<file path="config.mk">
export PLATFORM = sky130hd
export DESIGN_NAME = uhs_opcond_negotiator
export DESIGN_NICKNAME = d
export VERILOG_FILES = /design/src/rtl/uhs_opcond_pkg.sv /design/src/rtl/uhs_arg_builder.sv /design/src/rtl/uhs_resp_decoder.sv /design/src/rtl/uhs_negotiate_fsm.sv /design/src/rtl/uhs_opcond_negotiator.sv
export SDC_FILE = /design/constraint.sdc
export NUM_CORES = 1
export LEC_CHECK = 0
export ABC_AREA = 0
export BUFFER_PORTS_ARGS = -buffer_cell sky130_fd_sc_hd__buf_2
export CAP_MARGIN = 15
export CORE_ASPECT_RATIO = 1.5
export CORE_MARGIN = 1
export CORE_UTILIZATION = 37
export DETAILED_ROUTE_END_ITERATION = 16
export PLACE_DENSITY = 0.8
export REMOVE_ABC_BUFFERS = 1
export SLEW_MARGIN = 25
export SYNTH_ARGS = -nofsm -noshare
export SYNTH_HDL_FRONTEND = slang
export SYNTH_SLANG_ARGS = --single-unit
</file>
<file path="constraint.sdc">
create_clock -name clk -period 1.36 [get_ports clk]
set_input_delay 0.136 -clock clk [delete_from_list [all_inputs] [get_ports clk]]
set_output_delay 0.136 -clock clk [all_outputs]
set_load 0.01 [all_outputs]
</file>
<file path="src/rtl/uhs_opcond_pkg.sv">
// Shared constants and state type for the operating-condition negotiator.
// Assumes a 32-bit argument/response word and three supply rails.
package uhs_opcond_pkg;
    localparam int ARG_W     = 32;
    localparam int WINDOW_W  = 24;
    localparam int NUM_RAILS = 3;
    localparam int NUM_MODES = 3;
    localparam int BIT_S18   = 24;   // 1.8 V request / accepted
    localparam int BIT_XPC   = 28;   // extended power control
    localparam int BIT_HCS   = 30;   // capacity support / status

    typedef enum logic [2:0] {
        ST_IDLE,
        ST_CMD,
        ST_SW_KICK,
        ST_SW_WAIT,
        ST_DONE_OK,
        ST_DONE_ERR
    } neg_state_t;
endpackage

</file>
<file path="src/rtl/uhs_arg_builder.sv">
// Builds the operating-condition argument from static capabilities.
// The logic is purely combinational. Inputs are assumed stable while a
// negotiation is running, and the result is captured when start is taken.
module uhs_arg_builder
    import uhs_opcond_pkg::*;
#(
    parameter int CUR_W    = 8,
    parameter int UNIT_MA  = 4,
    parameter int LIMIT_MA = 150
) (
    input  logic [NUM_MODES-1:0]       uhs_caps,
    input  logic [NUM_RAILS-1:0]       volt_caps,
    input  logic [NUM_RAILS*CUR_W-1:0] max_current,
    input  logic                       if_cond_ok,
    input  logic [WINDOW_W-1:0]        vdd_window,
    output logic [ARG_W-1:0]           arg
);
    localparam int PROD_W = CUR_W + $clog2(UNIT_MA + 1) + 1;

    logic [NUM_RAILS-1:0] rail_high;
    logic                 sdr50_eff;
    logic                 s18_req;

    // Per-rail check: the field counts only when its rail is supported.
    for (genvar r = 0; r < NUM_RAILS; r++) begin : g_rail
        logic [CUR_W-1:0]  field;
        logic [PROD_W-1:0] milliamps;
        assign field        = max_current[r*CUR_W +: CUR_W];
        assign milliamps    = PROD_W'(field) * PROD_W'(UNIT_MA);
        assign rail_high[r] = volt_caps[r] && (milliamps > PROD_W'(LIMIT_MA));
    end

    // SDR104 support implies SDR50 support.
    assign sdr50_eff = uhs_caps[0] | uhs_caps[1];
    assign s18_req   = sdr50_eff | uhs_caps[2];

    // Assemble the argument word, with reserved bits held at zero.
    always_comb begin
        arg                 = '0;
        arg[WINDOW_W-1:0]   = vdd_window;
        arg[BIT_S18]        = s18_req;
        arg[BIT_XPC]        = |rail_high;
        arg[BIT_HCS]        = if_cond_ok;
    end
endmodule

</file>
<file path="src/rtl/uhs_resp_decoder.sv">
// Decides from the response word whether a voltage switch must start.
// The logic is combinational. The result is used only in the cycle the
// response is acknowledged.
module uhs_resp_decoder
    import uhs_opcond_pkg::*;
(
    input  logic [ARG_W-1:0] resp,
    input  logic             spi_mode,
    output logic             want_switch
);
    // A switch needs both capacity status and 1.8 V acceptance, and no SPI mode.
    assign want_switch = !spi_mode && resp[BIT_HCS] && resp[BIT_S18];
endmodule

</file>
<file path="src/rtl/uhs_negotiate_fsm.sv">
// Sequencer for command issue, the voltage switch and the single retry.
// It assumes each kick to the switch sequencer is answered by one
// sw_done pulse, and that cmd_err is meaningful only together with cmd_ack.
module uhs_negotiate_fsm
    import uhs_opcond_pkg::*;
(
    input  logic             clk,
    input  logic             rst_n,
    input  logic             start,
    input  logic [ARG_W-1:0] built_arg,
    input  logic             cmd_ack,
    input  logic             cmd_err,
    input  logic             want_switch,
    input  logic             sw_done,
    input  logic             sw_ok,
    output logic             cmd_req,
    output logic [ARG_W-1:0] cmd_arg,
    output logic             sw_start,
    output logic             done,
    output logic             error,
    output logic             low_volt_ok
);
    neg_state_t       state;
    logic [ARG_W-1:0] arg_q;
    logic             retried;
    logic             lv_q;

    // Step through the states and hold the argument and retry flag.
    always_ff @(posedge clk) begin
        if (!rst_n) begin
            state   <= ST_IDLE;
            arg_q   <= '0;
            retried <= 1'b0;
            lv_q    <= 1'b0;
        end else begin
            unique case (state)
                ST_IDLE, ST_DONE_OK, ST_DONE_ERR: begin
                    if (start) begin
                        arg_q   <= built_arg;
                        retried <= 1'b0;
                        lv_q    <= 1'b0;
                        state   <= ST_CMD;
                    end
                end
                ST_CMD: begin
                    if (cmd_ack) begin
                        if (cmd_err)          state <= ST_DONE_ERR;
                        else if (want_switch) state <= ST_SW_KICK;
                        else                  state <= ST_DONE_OK;
                    end
                end
                ST_SW_KICK: state <= ST_SW_WAIT;
                ST_SW_WAIT: begin
                    if (sw_done) begin
                        if (sw_ok) begin
                            lv_q  <= 1'b1;
                            state <= ST_DONE_OK;
                        end else if (!retried) begin
                            retried        <= 1'b1;
                            arg_q[BIT_S18] <= 1'b0;
                            state          <= ST_CMD;
                        end else begin
                            state <= ST_DONE_ERR;
                        end
                    end
                end
                default: state <= ST_IDLE;
            endcase
        end
    end

    // Decode the outputs from the state and the held registers.
    always_comb begin
        cmd_req     = (state == ST_CMD);
        sw_start    = (state == ST_SW_KICK);
        done        = (state == ST_DONE_OK) || (state == ST_DONE_ERR);
        error       = (state == ST_DONE_ERR);
        cmd_arg     = arg_q;
        low_volt_ok = lv_q;
    end


    req_hold_chk: assert property (@(posedge clk) disable iff (!rst_n)
        cmd_req && !cmd_ack |=> cmd_req && $stable(cmd_arg));


    kick_pulse_chk: assert property (@(posedge clk) disable iff (!rst_n)
        sw_start |=> !sw_start);


    err_done_chk: assert property (@(posedge clk) disable iff (!rst_n)
        error |-> done);


    lv_clean_chk: assert property (@(posedge clk) disable iff (!rst_n)
        low_volt_ok |-> done && !error);


    retry_arg_chk: assert property (@(posedge clk) disable iff (!rst_n)
        cmd_req && retried |-> !cmd_arg[BIT_S18]);
endmodule

</file>
<file path="src/rtl/uhs_opcond_negotiator.sv">
// Top of the operating-condition negotiator. It connects the argument
// builder, the response decoder and the sequencer. Capability inputs and
// spi_mode are assumed static during a negotiation.
module uhs_opcond_negotiator
    import uhs_opcond_pkg::*;
#(
    parameter int CUR_W    = 8,
    parameter int UNIT_MA  = 4,
    parameter int LIMIT_MA = 150
) (
    input  logic                       clk,
    input  logic                       rst_n,
    input  logic                       start,
    input  logic [NUM_MODES-1:0]       uhs_caps,
    input  logic [NUM_RAILS-1:0]       volt_caps,
    input  logic [NUM_RAILS*CUR_W-1:0] max_current,
    input  logic                       if_cond_ok,
    input  logic                       spi_mode,
    input  logic [WINDOW_W-1:0]        vdd_window,
    output logic                       cmd_req,
    output logic [ARG_W-1:0]           cmd_arg,
    input  logic                       cmd_ack,
    input  logic                       cmd_err,
    input  logic [ARG_W-1:0]           cmd_resp,
    output logic                       sw_start,
    input  logic                       sw_done,
    input  logic                       sw_ok,
    output logic                       done,
    output logic                       error,
    output logic                       low_volt_ok,
    output logic [ARG_W-1:0]           final_arg
);
    logic [ARG_W-1:0] built_arg;
    logic             want_switch;

    uhs_arg_builder #(
        .CUR_W(CUR_W), .UNIT_MA(UNIT_MA), .LIMIT_MA(LIMIT_MA)
    ) u_builder (
        .uhs_caps(uhs_caps), .volt_caps(volt_caps), .max_current(max_current),
        .if_cond_ok(if_cond_ok), .vdd_window(vdd_window), .arg(built_arg)
    );

    uhs_resp_decoder u_decoder (
        .resp(cmd_resp), .spi_mode(spi_mode), .want_switch(want_switch)
    );

    uhs_negotiate_fsm u_fsm (
        .clk(clk), .rst_n(rst_n), .start(start), .built_arg(built_arg),
        .cmd_ack(cmd_ack), .cmd_err(cmd_err), .want_switch(want_switch),
        .sw_done(sw_done), .sw_ok(sw_ok), .cmd_req(cmd_req), .cmd_arg(cmd_arg),
        .sw_start(sw_start), .done(done), .error(error), .low_volt_ok(low_volt_ok)
    );

    assign final_arg = cmd_arg;


    no_spi_switch_chk: assert property (@(posedge clk) disable iff (!rst_n)
        sw_start |-> !spi_mode);


    err_no_kick_chk: assert property (@(posedge clk) disable iff (!rst_n)
        cmd_req && cmd_ack && cmd_err |=> !sw_start && error);
endmodule

</file>
; ---- After elaboration in Yosys (flattened, before gate mapping)
; Index checks and enable logic that the tools add are counted.
; Widths: inputs -> output; s select.
[op_classes]
magnitude_cmp = 3
eq_ne = 11
mux = 20
bitwise = 2
reduce_logical = 16
[ops]
columns = op, count
row1 = $gt 10x8->1 const B, 3
row2 = $mux 25, 1
row3 = $mux 3, 7
row4 = $pmux 3 s4, 1
row5 = $ne 2x2->1 const B, 5
row6 = $mux 1, 8
row7 = $reduce_and 4->1, 2
row8 = $eq 3x2->1 const B, 2
row9 = $eq 3x3->1 const B, 2
row10 = $pmux 1 s2, 3
row11 = $reduce_or 3->1, 2
row12 = $logic_and 1x1->1, 5
row13 = $reduce_and 5->1, 1
row14 = $eq 3x1->1 const B, 1
row15 = $logic_not 3->1, 1
row16 = $reduce_and 3->1, 1
row17 = $ne 2x1->1 const B, 1
row18 = $or 1x1->1, 2
row19 = $reduce_and 2->1, 1
row20 = $reduce_bool 2->1, 1
row21 = $logic_not 1->1, 1
row22 = $logic_or 1x1->1, 1
[word_totals]
reg_bits = 32
output_inout_bits = 69
elab_cells = 57

; ---- Longest topological paths before layout
[depth]
word_depth = 7
depth_mapped = 6
depth_no_buf = 4

; ---- Hierarchy
; Synthesis repeated with hierarchy kept, for this count alone.
[hier_totals]
hier_cells = 266
area_unflattened_um2 = 2135.8
[by_module_without_submodules]
columns = mod, n_inst, cells_per_inst, area_each_um2, seq_area_each_um2
row1 = uhs_negotiate_fsm, 1, 189, 1572.8, 740.7
row2 = uhs_arg_builder, 1, 44, 314.1, 0.0
row3 = uhs_opcond_negotiator, 1, 32, 240.2, 0.0
row4 = uhs_resp_decoder, 1, 1, 8.8, 0.0

; ---- Least setup slack after synthesis
; No wires, ideal clock.
[synth_path]
kind = flip-flop to flip-flop
startpoint = reg u_fsm.state[0]
endpoint = reg u_fsm.arg_q[28] (netlist: u_fsm.cmd_arg[28])
setup_ns = 0.120
arrival_time_ns = 1.104
path_slack_ns = 0.136
stages_incl_launch_ff = 7
n_path_buf = 2
cell_sequence = dfxtp_1 -> nand2b_4 -> and3b_1 -> buf_6 -> buf_8 -> o21ai_2 -> a21oi_1
[synth_via]
elab_chain_cells = 3
word_cells_on_any_way = 5
[synth_lines]
columns = element, line
row1 = start: declaration, uhs_negotiate_fsm.sv:23  ; neg_state_t state;
row2 = start signal: assignment, uhs_negotiate_fsm.sv:31  ; state <= ST_IDLE;
row3 = start signal: assignment, uhs_negotiate_fsm.sv:42  ; state <= ST_CMD;
row4 = start signal: assignment, uhs_negotiate_fsm.sv:47  ; if (cmd_err) state <= ST_DONE_ERR;
row5 = $eq 3x3->1 or $logic_not 3->1 (tied branches), uhs_negotiate_fsm.sv:36  ; unique case (state)
row6 = $reduce_or 3->1 (*), uhs_negotiate_fsm.sv:36
row7 = $reduce_and 2->1 (no source line) (*), n/a
row8 = end signal: assignment, uhs_negotiate_fsm.sv:39  ; arg_q <= built_arg;
row9 = end: declaration, uhs_negotiate_fsm.sv:24  ; logic [ARG_W-1:0] arg_q;
; Every way passes the cells marked *; elsewhere a longest branch is shown, timed or not.
; A chain may end at the register's enable or synchronous reset.

; ---- Final worst setup path
[layout_path]
startpoint = reg u_fsm.state[2]
endpoint = out error
[layout_via]
elab_chain_cells = 1
[layout_lines]
columns = element, line
row1 = $eq 3x3->1, uhs_negotiate_fsm.sv:77  ; error = (state == ST_DONE_ERR);
row2 = end: declaration, uhs_opcond_negotiator.sv:29  ; output logic error,
; No other way between the ends.

==> summary.md <==
| Metric | Value |
|---|---|
| Status | complete, no violations |
| Dpl ws | 0.06630 ns |
| Num ports | 164 |
| Die height | about 87 µm |
| Layout area overhead | 30.64% |
| Power per cell area | roughly 980 mW/mm² |
| Cell row count | 30 |
| Dpl cell area | approximately 0.0022 mm² |
| Critical path arrival | between 1 and 1.5 ns |
| Post-DRT Antenna Nets | 0 |
| Total gr overflow | 0 |
| Clock Skew | around 0.0054 ns |
| Worst Path Required | approximately 1.2 ns |
| Reg-to-Reg End | u_fsm.cmd_arg[19] |
| Via count | 1,665 |
| Worst ir drop on vdd | 367.7 µV |
| Finished Cell Area | about 0.0023 mm² |
| Hold Path End | u_fsm.cmd_arg[12] |
| Worst R2R Setup Slack | ~0.12 ns |
| Largest net degree at the start of global routing | 28 |
| Hold WS | 0.1031 ns |
| Setup TNS | 0 ns |
| Filler cells | around 460 |
| Share of cells above drive strength 1 | a little over half |
| DRC violations left | 0 |
| Via/cell ratio | 4.500 |
| Total die area | around 0.005 mm² |
| Synth Instances | between 200 and 250 |
| Final Hold Viols | 0 |
| Root Buffer | clkbuf_8 |
| Ant. Diodes | 0 |
| Port bufs | between 100 and 150 |
| Most common cell after layout, fill and taps aside | buf_2 |
| Final Critical Period | 1.287 ns |
| Fin cells | 370 |
| First-pass GRT wire length | just over 6000 µm |
| Nets | 400 |
| Endpoints failing setup | 0 |
| Max Clk Rate | about 780 MHz |
| Post-Place Cells | 360 |
| RSZ-0062 raised after global routing | no |
| Switching power | 0.6267 mW |
| CTS Hold Bufs | 0 |
| Post-layout util | about 50% |
| Sw frac | ~28% |
| Post-Syn Area | around 0.0018 mm² |
| Initial Utilization | 38.93% |
| Width of the die | ~60 µm |
| # clock sinks | 32 |
| Number of synthesis warnings | 0 |
| Area of the core | between 0.004 and 0.005 mm² |
| Final setup margin | approximately 0.073 ns |
| Seq/Total Area, Yosys | between 30% and 40% |
| Pleak | about 1.2 nW |
| FF+latch count, synth | 32 |
| Sequential Power Share | 45.5% |
| Placer Congestion | just over 0.8 |
| Clk slew on worst S/H paths | about 0.070 ns |
| Number of CTS-inserted buffers | 5 |
| Worst skew pair latency | roughly 0.28 ns |
| Tot GR Track Use | approximately 16% |
| R2R depth | 5 |
| Synth cell types | 32 |
| CTS tree | done |
| First DRT Iteration DRCs | 27 |
| Antenna violations before repair | 0 |
| CP Capture Type | primary output |
| Hold Path Depth | 3 |
| Max_cap viols | 0 |
| Vias in the first global route | about 1,500 |
| Clk buf depth | 2 |
| Htree depth | 2 |
| Detailed placement HPWL | slightly above 3000 µm |
| Startpoint Class | register |
| Syn Area/Cell | approximately 8.6 µm² |
| Power Total | 2.273 mW |
| Internal power | ~1.6 mW |
| Commonest cells after routing, fill and taps aside | 120 x buf_2, 57 x nand2_1, 30 x dfxtp_1 |
| Crit Path Max Fanout | 6 |
| Critical R2R Launch | u_fsm.state[2] |
| Clk pwr share | 32.5% |
| WL/cell | 10.35 µm |
| Startpoint of the worst hold path | vdd_window[12] |
| Combinational fraction of design power | 22.0% |
| Final Max Tran Viols | 0 |
| Drt pass-1 iters | 4 |
| Wirelength, routed | 3829 µm |
| Critical Setup Path Class | register to primary output |
| Hold WC Path Type | primary input to register |
| Period Utilization, post-route | a little over nine tenths |
[how the worst max path moves through the flow]
stage / from / end
2_1_floorplan: u_fsm.state[2] / u_fsm.cmd_arg[0]
3_3_place_gp: u_fsm.state[2] / u_fsm.cmd_arg[3]
3_5_place_dp: u_fsm.state[2] / u_fsm.cmd_arg[19]
4_1_cts: u_fsm.state[2] / error
5_1_grt: u_fsm.state[1] / u_fsm.cmd_arg[24]
6_report: u_fsm.state[2] / error
[layer usage]
metal  GRT usage, %  vias up  part of all wire [%]
met3          3.284        2                   6.8
li1               -      837                     -
met4          7.143        0                   1.1
met5              0        -                     0
met1          16.31      738                    41
met2          28.94       88                    52
[worst max-delay path, cell delays in order (launching register included)]
cell,delay [ns]
dfxtp_2,0.35
buf_4,0.13
nor2b_1,0.12
and2_1,0.14
buf_2,0.13
[logic make-up after synthesis]
kind of cell / synth area share, %
mux: 1.132
compound gates: 21.73
other cells: 0.2121
flops: 36.23
simple gates: 20.67
buf+inv: 20.03
[state kept, by name, indices dropped and copies added, names as in the netlist]
register and flops:
u_fsm.cmd_arg 27, u_fsm.state 3, u_fsm.low_volt_ok 1, u_fsm.retried 1
[timing repair]
action	in CTS	in global routing
setup buffers	1	1
gates resized for setup	0	4
setup endpoints to repair	1	9
gates cloned	0	0
[synth_stat cells]
master | count | share of area (%)
and3b_1 | 1 | 0.50
nor3_1 | 3 | 0.85
buf_4 | 40 | 17
and2_1 | 1 | 0.35
o21ba_2 | 1 | 0.57
nor2_1 | 5 | 1.1
o21ai_2 | 1 | 0.50
clkbuf_1 | 2 | 0.42
mux2i_1 | 2 | 1.1
a21boi_2 | 18 | 11
nand2b_4 | 1 | 0.78
nand3b_1 | 1 | 0.42
a21oi_1 | 8 | 2.3
nor3b_1 | 1 | 0.42
nand2_1 | 57 | 12
buf_6 | 1 | 0.64
nor2b_1 | 2 | 0.71
buf_8 | 2 | 1.7
o41ai_1 | 1 | 0.50
o211a_1 | 1 | 0.57
nand3_1 | 3 | 0.85
nand3b_2 | 1 | 0.64
a21boi_0 | 8 | 3.4
conb_1 | 1 | 0.21
or3b_1 | 1 | 0.50
buf_2 | 1 | 0.28
o31ai_1 | 4 | 1.7
o21ai_1 | 1 | 0.28
dfxtp_1 | 32 | 36
a41oi_1 | 1 | 0.50
and2b_1 | 1 | 0.42
nor4_1 | 3 | 1.1
[power groups by stage]
stage,Combinational (mW),Sequential [mW],Clock (mW)
floorplan,0.177,1.11,0
global placement,0.498,1.05,0
detailed placement,0.505,1.06,0
CTS,0.506,1.04,0.772
global route,0.557,1.04,0.804
finish,0.500,1.04,0.738
[final cells by class]
cell class	count	area [µm²]	area share, %
clock buffer	8	90.09	3.900
multi-input combinational	137	812.0	35.16
sequential	32	643.1	27.84
tap	64	80.08	3.467
timing repair buffer	129	684.4	29.63
Note: power is estimated with default switching activity, not from simulation.
